$ cat src/rtl/cnt_pkg.sv
// Package: shared types for the cascadable counter.
// Assumes nothing beyond IEEE 1800-2017 enum support.
package cnt_pkg;

    // How the clear input acts on a stage.
    typedef enum logic {
        CLR_ASYNC = 1'b0,
        CLR_SYNC  = 1'b1
    } clr_mode_e;

endpackage

$ cat src/rtl/cnt_next.sv
// Module: next-state logic of one counter stage.
// Applies the fixed priority zero > load > increment > hold.
// Assumes zero_n already merges every synchronous clear source.
module cnt_next #(
    parameter int WIDTH = 4
) (
    input  logic [WIDTH-1:0] cur,
    input  logic [WIDTH-1:0] pre,
    input  logic             zero_n,
    input  logic             load_n,
    input  logic             adv,
    output logic [WIDTH-1:0] nxt
);

    localparam logic [WIDTH-1:0] ONE = WIDTH'(1);

    // Pick the value the stage takes at the next edge.
    always_comb begin
        if (!zero_n)      nxt = '0;
        else if (!load_n) nxt = pre;
        else if (adv)     nxt = cur + ONE;
        else              nxt = cur;
    end

endmodule

$ cat src/rtl/cnt_carry.sv
// Module: carry decode of one stage.
// The output is high when the stage is full and its trickle enable is high.
// Assumes a purely combinational path from enable to carry is acceptable.
module cnt_carry #(
    parameter int WIDTH = 4
) (
    input  logic [WIDTH-1:0] cur,
    input  logic             en_t,
    output logic             cy
);

    // Full-stage detect gated by the trickle enable.
    always_comb cy = (&cur) & en_t;

endmodule

$ cat src/rtl/cnt_stage.sv
// Module: one WIDTH-bit presettable counter stage.
// Clear is asynchronous or synchronous according to CLR_MODE.
// trunc_n is always a synchronous clear, ranked just below clear.
// Assumes en_t comes from the stage below (or from the chain input).
module cnt_stage
    import cnt_pkg::*;
#(
    parameter int        WIDTH    = 4,
    parameter clr_mode_e CLR_MODE = CLR_SYNC
) (
    input  logic             clk,
    input  logic             clear_n,
    input  logic             trunc_n,
    input  logic             load_n,
    input  logic             en_p,
    input  logic             en_t,
    input  logic [WIDTH-1:0] pre,
    output logic [WIDTH-1:0] cur,
    output logic             cy
);

    localparam bit SYNC_CLR = (CLR_MODE == CLR_SYNC);

    logic [WIDTH-1:0] q_r;
    logic [WIDTH-1:0] nxt;
    logic             zero_n;
    logic             adv;

    // Merge the synchronous clear sources and the count qualifier.
    always_comb begin
        zero_n = (SYNC_CLR ? clear_n : 1'b1) & trunc_n;
        adv    = en_p & en_t;
    end

    cnt_next #(.WIDTH(WIDTH)) u_next (
        .cur    (q_r),
        .pre    (pre),
        .zero_n (zero_n),
        .load_n (load_n),
        .adv    (adv),
        .nxt    (nxt)
    );

    generate
        if (SYNC_CLR) begin : g_sync
            // State register; clear enters through the next-state logic.
            always_ff @(posedge clk) q_r <= nxt;

            AST_SYNC_ZERO: assert property (@(posedge clk) disable iff (!clear_n)
                $past(!clear_n) |-> (q_r == '0));
        end else begin : g_async
            // State register with an asynchronous active-low clear.
            always_ff @(posedge clk or negedge clear_n) begin
                if (!clear_n) q_r <= '0;
                else          q_r <= nxt;
            end

            AST_ASYNC_ZERO: assert property (@(negedge clk)
                !clear_n |-> (q_r == '0));
        end
    endgenerate

    cnt_carry #(.WIDTH(WIDTH)) u_carry (
        .cur  (q_r),
        .en_t (en_t),
        .cy   (cy)
    );

    assign cur = q_r;

    AST_LOAD_COPY: assert property (@(posedge clk) disable iff (!clear_n)
        (!load_n && trunc_n) |=> (q_r == $past(pre)));
    AST_HOLD: assert property (@(posedge clk) disable iff (!clear_n)
        (load_n && trunc_n && !(en_p && en_t)) |=> $stable(q_r));
    AST_STEP: assert property (@(posedge clk) disable iff (!clear_n)
        (load_n && trunc_n && en_p && en_t) |=> (q_r == WIDTH'($past(q_r) + 1'b1)));

endmodule

$ cat src/rtl/cnt_chain.sv
// Module: top of the cascadable counter.
// STAGES identical stages are chained through their carries.
// The parallel enable is shared by all stages.
// An optional terminal-count feedback into synchronous clear shortens the cycle.
// Assumes MODULUS is 0 (full binary range) or between 2 and 2**(STAGES*WIDTH).
module cnt_chain
    import cnt_pkg::*;
#(
    parameter int        WIDTH    = 4,
    parameter int        STAGES   = 2,
    parameter clr_mode_e CLR_MODE = CLR_SYNC,
    parameter int        MODULUS  = 0
) (
    input  logic                     clk,
    input  logic                     clear_n,
    input  logic                     load_n,
    input  logic                     cnt_en_p,
    input  logic                     cnt_en_t,
    input  logic [STAGES*WIDTH-1:0]  din,
    output logic [STAGES*WIDTH-1:0]  cnt,
    output logic                     carry_out
);

    localparam int TW    = STAGES * WIDTH;
    localparam bit TRUNC = (MODULUS != 0);

    logic [STAGES:0] t_chain;
    logic            trunc_n;

    // Lowest stage takes the external trickle enable.
    always_comb t_chain[0] = cnt_en_t;

    generate
        for (genvar k = 0; k < STAGES; k++) begin : g_stage
            cnt_stage #(
                .WIDTH    (WIDTH),
                .CLR_MODE (CLR_MODE)
            ) u_stage (
                .clk     (clk),
                .clear_n (clear_n),
                .trunc_n (trunc_n),
                .load_n  (load_n),
                .en_p    (cnt_en_p),
                .en_t    (t_chain[k]),
                .pre     (din[k*WIDTH +: WIDTH]),
                .cur     (cnt[k*WIDTH +: WIDTH]),
                .cy      (t_chain[k+1])
            );
        end

        if (TRUNC) begin : g_trunc
            localparam logic [TW-1:0] LAST = TW'(MODULUS - 1);

            // Decode the terminal value on a counting edge that is not a load.
            always_comb trunc_n = !((cnt == LAST) && cnt_en_p && cnt_en_t && load_n);

            AST_TRUNC_WRAP: assert property (@(posedge clk) disable iff (!clear_n)
                ((cnt == LAST) && cnt_en_p && cnt_en_t && load_n) |=> (cnt == '0));
        end else begin : g_full
            // Full binary range: the terminal clear never fires.
            always_comb trunc_n = 1'b1;
        end
    endgenerate

    // Chain carry is the top stage's carry.
    always_comb carry_out = t_chain[STAGES];

    AST_CARRY_FULL: assert property (@(posedge clk) disable iff (!clear_n)
        carry_out |-> (cnt == {TW{1'b1}}));
    AST_CARRY_GATED: assert property (@(posedge clk) disable iff (!clear_n)
        !cnt_en_t |-> !carry_out);

endmodule

$ cat config.mk
export PLATFORM = sky130hd
export DESIGN_NAME = cnt_chain
export DESIGN_NICKNAME = d
export VERILOG_FILES = /design/src/rtl/cnt_pkg.sv /design/src/rtl/cnt_next.sv /design/src/rtl/cnt_carry.sv /design/src/rtl/cnt_stage.sv /design/src/rtl/cnt_chain.sv
export SDC_FILE = /design/constraint.sdc
export NUM_CORES = 1
export LEC_CHECK = 0
export BUFFER_PORTS_ARGS = -buffer_cell sky130_fd_sc_hd__buf_4
export CAP_MARGIN = 15
export CORE_AREA = 2 2 39 41
export DETAILED_ROUTE_END_ITERATION = 8
export DIE_AREA = 0 0 41 43
export GPL_TIMING_DRIVEN = 0
export SLEW_MARGIN = 15
export SYNTH_ARGS = -nofsm -noshare
export SYNTH_HDL_FRONTEND = slang
export SYNTH_SLANG_ARGS = --single-unit
$ cat constraint.sdc
create_clock -name clk -period 2.2 [get_ports clk]
set_clock_uncertainty 0.15 [all_clocks]
set_input_delay 0.33 -clock clk [delete_from_list [all_inputs] [get_ports clk]]
set_output_delay 0.33 -clock clk [all_outputs]
set_load 0.01 [all_outputs]
==> results of run 1 <==
metal layers:
metal  wire length (um)  track usage [%]
met5                  0                0
met2                525             21.6
met3                103             3.14
met1                490             19.9
met4                 14             10.0
area by class of cell:
type	count	area (sq um)
Timing Repair Buffer	21	158
Inverter	1	3.75
Buffer	1	3.75
Sequential cell	8	160
Multi-Input combinational cell	42	254
Clock buffer	3	22.5
Tap cell	16	20.0
Fill cell	146	762
worst max-delay path: stages, from the launching register on:
cell and delay [ns]:
dfxtp_1 0.39, ha_1 0.21, nand4_1 0.16, nor2_1 0.13, buf_4 0.13
cell usage in the layout, fill, tap and decap left out:
master	Yosys	layout
o31ai_1	1	1
a31oi_1	4	4
or4_1	1	1
buf_4	0	21
nand2_2	1	1
o21ai_0	10	10
inv_1	1	1
nand4_1	1	1
or3_2	2	2
dfxtp_1	8	8
xor2_1	2	2
a311oi_1	1	1
clkbuf_4	0	3
o21a_1	1	1
clkbuf_1	1	1
nand3_1	7	7
a211oi_1	1	1
nor2_1	3	3
nand2_1	2	2
or3_1	1	1
ha_1	2	2
a21oi_1	2	2
per-stage QoR:
step / total power [mW] / instances
floorplan: 0.198 / 52
global placement: 0.242 / 89
detailed placement: 0.242 / 89
CTS: 0.359 / 92
global route: 0.377 / 92
finish: 0.355 / 92
final timing paths:
kind / start / to / slack [ns] / depth (start not counted)
worst max register to register: g_stage[0].u_stage.cur[0] / g_stage[1].u_stage.cur[3] / 0.55 / 4
worst min-delay path: din[2] / g_stage[0].u_stage.cur[2] / 0.20 / 3
worst min register to register: g_stage[1].u_stage.cur[3] / g_stage[1].u_stage.cur[3] / 0.38 / 2
worst max-delay path: g_stage[0].u_stage.cur[0] / carry_out / 0.45 / 4
power by group through the flow:
stage,Clock [mW],Combinational [mW],Sequential (mW)
after global routing,0.127,0.0810,0.170
after floorplan,0,0.0245,0.174
after global placement,0,0.0710,0.171
final,0.117,0.0711,0.167
after detailed placement,0,0.0719,0.171
after CTS,0.119,0.0724,0.168
cell families (layout without fill, tap and decap cells):
kind of cell    after synthesis  after routing  synth area share, %
simple gates                 18             18                 22.6
xor+xnor                      2              2                 4.16
compound gates               20             20                 27.6
buf+inv                       2             26                 1.78
flops                         8              8                 38.0
fa+ha+maj                     2              2                 5.93
==> flow_metrics.py, run 1 <==
metrics = {
    "status": {
        "status": "complete, no violations",
    },
    "synthesis": {
        "ys_ff_latch": 8,
        "syn_inst": 52,
        "avgSynthCellArea_sq_um": 8.11,
        "ys.flop_type": "dfxtp_1",
        "synth_common_cells": "o21ai_0 (10), dfxtp_1 (8), nand3_1 (7)",
        "yosys.area.top_type": "dfxtp_1",
        "yosysUniqueCellTypes": 20,
        "synth.net_count": 67,
        "yosysSeqAreaShare_pct": 38.0,
        "synth-warning-count": 0,
        "synth-edff-count": 0,
        "synthesis.area_sq_um": 422,
        "synthArstFlopShare_pct": 0,
        "yosys-top-cells-area": "dfxtp_1 (38%), o21ai_0 (12%), nand3_1 (8.3%)",
        "synth_most_common_cell": "o21ai_0",
        "synth_top_area_share_pct": 38.0,
    },
    "place": {
        "gp_congestion": 0.709,
        "post-place-ws_ns": 0.547,
        "dpl_cell_area_sq_um": 599,
        "hpwl_um": 863,
        "portBuffers": 21,
    },
    "min_path": {
        "hp-class": "input port to flip-flop",
    },
    "job": {
        "max_cap_violations": 0,
    },
    "power_and_ir_drop": {
        "p_int_mw": 0.257,
        "p_clk_share_pct": 32.9,
        "switching_power_mw": 0.0982,
        "p_sw_share_pct": 27.6,
        "power.density_nw_per_um2": 571,
        "peakVddDrop_mv": 0.206,
        "p_leak_nw": 0.255,
        "p_seq_share_pct": 47.1,
        "combPwrFrac_pct": 20.0,
    },
    "clock_network": {
        "clock_sinks": 8,
        "cts_resized": 0,
        "htree_levels": 1,
        "clockBufferDepth": 2,
        "clkTransAtPathRegs_ns": 0.06,
        "numCtsBuffers": 3,
        "holdBufCountCts": 0,
        "clock-root-buffer": "clkbuf_4",
        "cts_tree": "done",
        "postCtsSetupRepairBufs": 0,
        "clkLatencyLatePin_ns": 0.25,
    },
    "cells_and_area": {
        "n_antenna_cell": 0,
        "largest_reg_flops": 8,
        "syn2layout_area_growth_pct": 47.5,
        "nNetsFinal": 93,
        "fin_util_pct": 44.9,
        "layout-drive-gt1-share_pct": 35.5,
        "final_area_sq_um": 622,
    },
    "sta": {
        "period_needed_ns": 1.75,
        "fin_hold_ws_ns": 0.196,
        "worst_slack_ns": 0.451,
        "setup-violations-final": 0,
        "slew_viol_final": 0,
        "hold_viol": 0,
        "clock.fmax_ghz": 0.572,
        "relSlewSlack_pct": 71.8,
        "rsz0062_at_grt": "no",
        "fin_crit_sh_pct": 79.5,
        "tightest_slew_ns": 0.423,
        "finalSetupTns_ns": 0,
    },
    "setup_path": {
        "worstPathArrival_ns": 1.27,
        "start_kind": "flip-flop",
        "endpoint_kind": "primary output",
        "path_class": "flip-flop to primary output",
        "worstPathMaxFanout": 4,
        "cp.required_ns": 1.72,
    },
    "routing": {
        "vias": 490,
        "via_per_inst": 5.33,
        "finalWirelength_um": 1130,
        "ant_nets": 0,
        "drtPass1Iterations": 4,
        "drcViolationCount": 0,
        "wl_per_cell_um": 12.3,
        "drt_iter0_drc": 13,
    },
    "floorplan": {
        "die-area_sq_um": 1760,
        "rows": 14,
        "io_pins": 22,
        "die_w_um": 41,
        "die_h_um": 43,
        "core_area_sq_um": 1380,
        "initial_core_util_pct": 30.5,
    },
    "grt": {
        "grt_pass1_wl_um": 1810,
        "overflow": 0,
        "grt_start_max_net_pins": 11,
        "antenna_found_initial": 0,
        "grt_pass1_vias": 433,
        "grt_usage_pct": 15.3,
    },
}
(Power assumes the default switching activity.)
==> inputs of run 2 (changes only) <==
Clock period 2.2 ns to 1.5 ns, I/O delays scaled along.
==> run 2 against run 1 <==
The run now ends with setup timing left. Wire length is 4.3% higher. Critical endpoint is now g_stage[1].u_stage.cur[0]. Critical path depth unchanged. Sequential power increased by 47%. Largest power group unchanged. Largest cell class unchanged. Sequential cell count stayed put.
==> flow_metrics.py, run 2 (synthesized netlist as in run 1, its figures left out) <==
metrics = {
    "setup_path": {
        "cp-startpoint": "g_stage[0].u_stage.cur[1]",
        "r2r_start": "g_stage[0].u_stage.cur[1]",
        "slowest_stage": "or3_2",
        "worstPathArrival_ns": 1.58,
        "reg2reg_slack_ns": -0.04,
        "cp.required_ns": 1.55,
        "slowest_delay_ns": 0.49,
        "path_class": "flip-flop to flip-flop",
        "worstPathMaxFanout": 6,
        "start_kind": "flip-flop",
        "endpoint_kind": "flip-flop",
        "crit_chain": "ha_4, nand3_1, or3_2, a31oi_1",
    },
    "clock_network": {
        "cts_tree": "done",
        "cts_resized": 0,
        "holdBufCountCts": 0,
        "numCtsBuffers": 3,
        "clock_sinks": 8,
        "clock-root-buffer": "clkbuf_4",
        "clkTransAtPathRegs_ns": 0.06,
        "clkLatencyLatePin_ns": 0.26,
        "htree_levels": 1,
        "clockBufferDepth": 2,
    },
    "cells_and_area": {
        "largest_reg_flops": 8,
        "layout_commonest_cell": "buf_4",
        "syn2layout_area_growth_pct": 54.9,
        "fin_util_pct": 47.2,
        "n_antenna_cell": 0,
        "fill_cells": 143,
        "layout_common_cells": "buf_4 (22), o21ai_0 (10), nand3_1 (7)",
        "nNetsFinal": 94,
        "ff_latch_area_sq_um": 168,
        "layout-drive-gt1-share_pct": 39.7,
        "multi_input_area_sq_um": 267,
    },
    "power_and_ir_drop": {
        "p_leak_nw": 0.261,
        "power_mw": 0.548,
        "power.density_nw_per_um2": 838,
        "peakVddDrop_mv": 0.317,
    },
    "job": {
        "max_cap_violations": 0,
    },
    "status": {
        "status": "finished, violations left",
        "violations": "setup timing",
    },
    "floorplan": {
        "die_w_um": 41,
        "initial_core_util_pct": 30.5,
        "die_h_um": 43,
        "die-area_sq_um": 1760,
        "io_pins": 22,
        "core_area_sq_um": 1380,
        "rows": 14,
    },
    "sta": {
        "clock.fmax_ghz": 0.650,
        "worst_slack_ns": -0.0384,
        "hold_viol": 0,
        "rsz0062_at_grt": "yes",
        "relSlewSlack_pct": 73.2,
        "tightest_slew_ns": 0.401,
        "period_needed_ns": 1.54,
        "slew_viol_final": 0,
        "fin_crit_sh_pct": 103,
        "setup-violations-final": 2,
    },
    "grt": {
        "grt_usage_pct": 15.8,
        "overflow": 0,
        "grt_pass1_wl_um": 1810,
        "grt_pass1_vias": 441,
        "grt_start_max_net_pins": 11,
        "antenna_found_initial": 0,
    },
    "routing": {
        "drt_iter0_drc": 6,
        "wl_per_cell_um": 12.6,
        "vias": 495,
        "via_per_inst": 5.27,
        "drcViolationCount": 0,
        "finalWirelength_um": 1180,
        "drtPass1Iterations": 3,
        "ant_nets": 0,
    },
    "min_path": {
        "hp-class": "input port to flip-flop",
        "hp-start": "din[0]",
    },
    "place": {
        "post-place-ws_ns": -0.0289,
        "portBuffers": 21,
        "gp_congestion": 0.696,
        "hpwl_um": 861,
    },
}
-- run 2: layout make-up --
cell class / instances / area share (%)
multi-input cells: 42 / 40.8
flip-flops and latches: 8 / 25.7
repair buffers: 22 / 25.3
clock buffers: 4 / 4.02
well taps: 16 / 3.07
plain buffers: 1 / 0.575
inverters: 1 / 0.575
-- run 2: power breakdown --
group | switching [mW] | internal, mW
Clock | 0.0876 | 0.103
Sequential | 0.0182 | 0.228
Combinational | 0.0500 | 0.0610
-- run 2: repair_timing --
action	CTS	global route
buffers inserted	0	1
pin swaps	2	0
endpoints found under the setup margin	2	4
-- run 2: metrics by stage --
step           hold WS (ns)  area, sq um  setup TNS (ns)  std cells
2_1_floorplan         0.201          442               0         52
3_3_place_gp          0.342          619         -0.0162         89
4_1_cts              0.0797          646         -0.0889         93
6_report             0.0790          653         -0.0619         94
3_5_place_dp          0.356          619         -0.0289         89
5_1_grt              0.0930          653          -0.319         94
-- run 2: layer usage --
layer	part of all wire, %	wire (um)	track usage [%]
met2	45	532	22.5
met3	7.4	87	4.71
met1	44	526	18.8
met5	0	0	0
met4	3.1	37	12.0
-- run 2: path summary, 6_finish.rpt --
| kind | cells past startpoint | end |
|---|---|---|
| hold / removal | 3 | g_stage[0].u_stage.cur[0] |
| setup / recovery | 4 | g_stage[1].u_stage.cur[0] |
| hold reg to reg | 2 | g_stage[1].u_stage.cur[1] |
| setup reg to reg | 4 | g_stage[1].u_stage.cur[0] |
-- run 2: worst max-delay path: cells and delay by family (launching register included) --
family | cells | cell delay, ns
flip-flops | 1 | 0.37
AO/OA/AOI/OAI | 1 | 0.16
AND/OR/NAND/NOR | 2 | 0.66
adder cells (fa/ha/maj) | 1 | 0.14
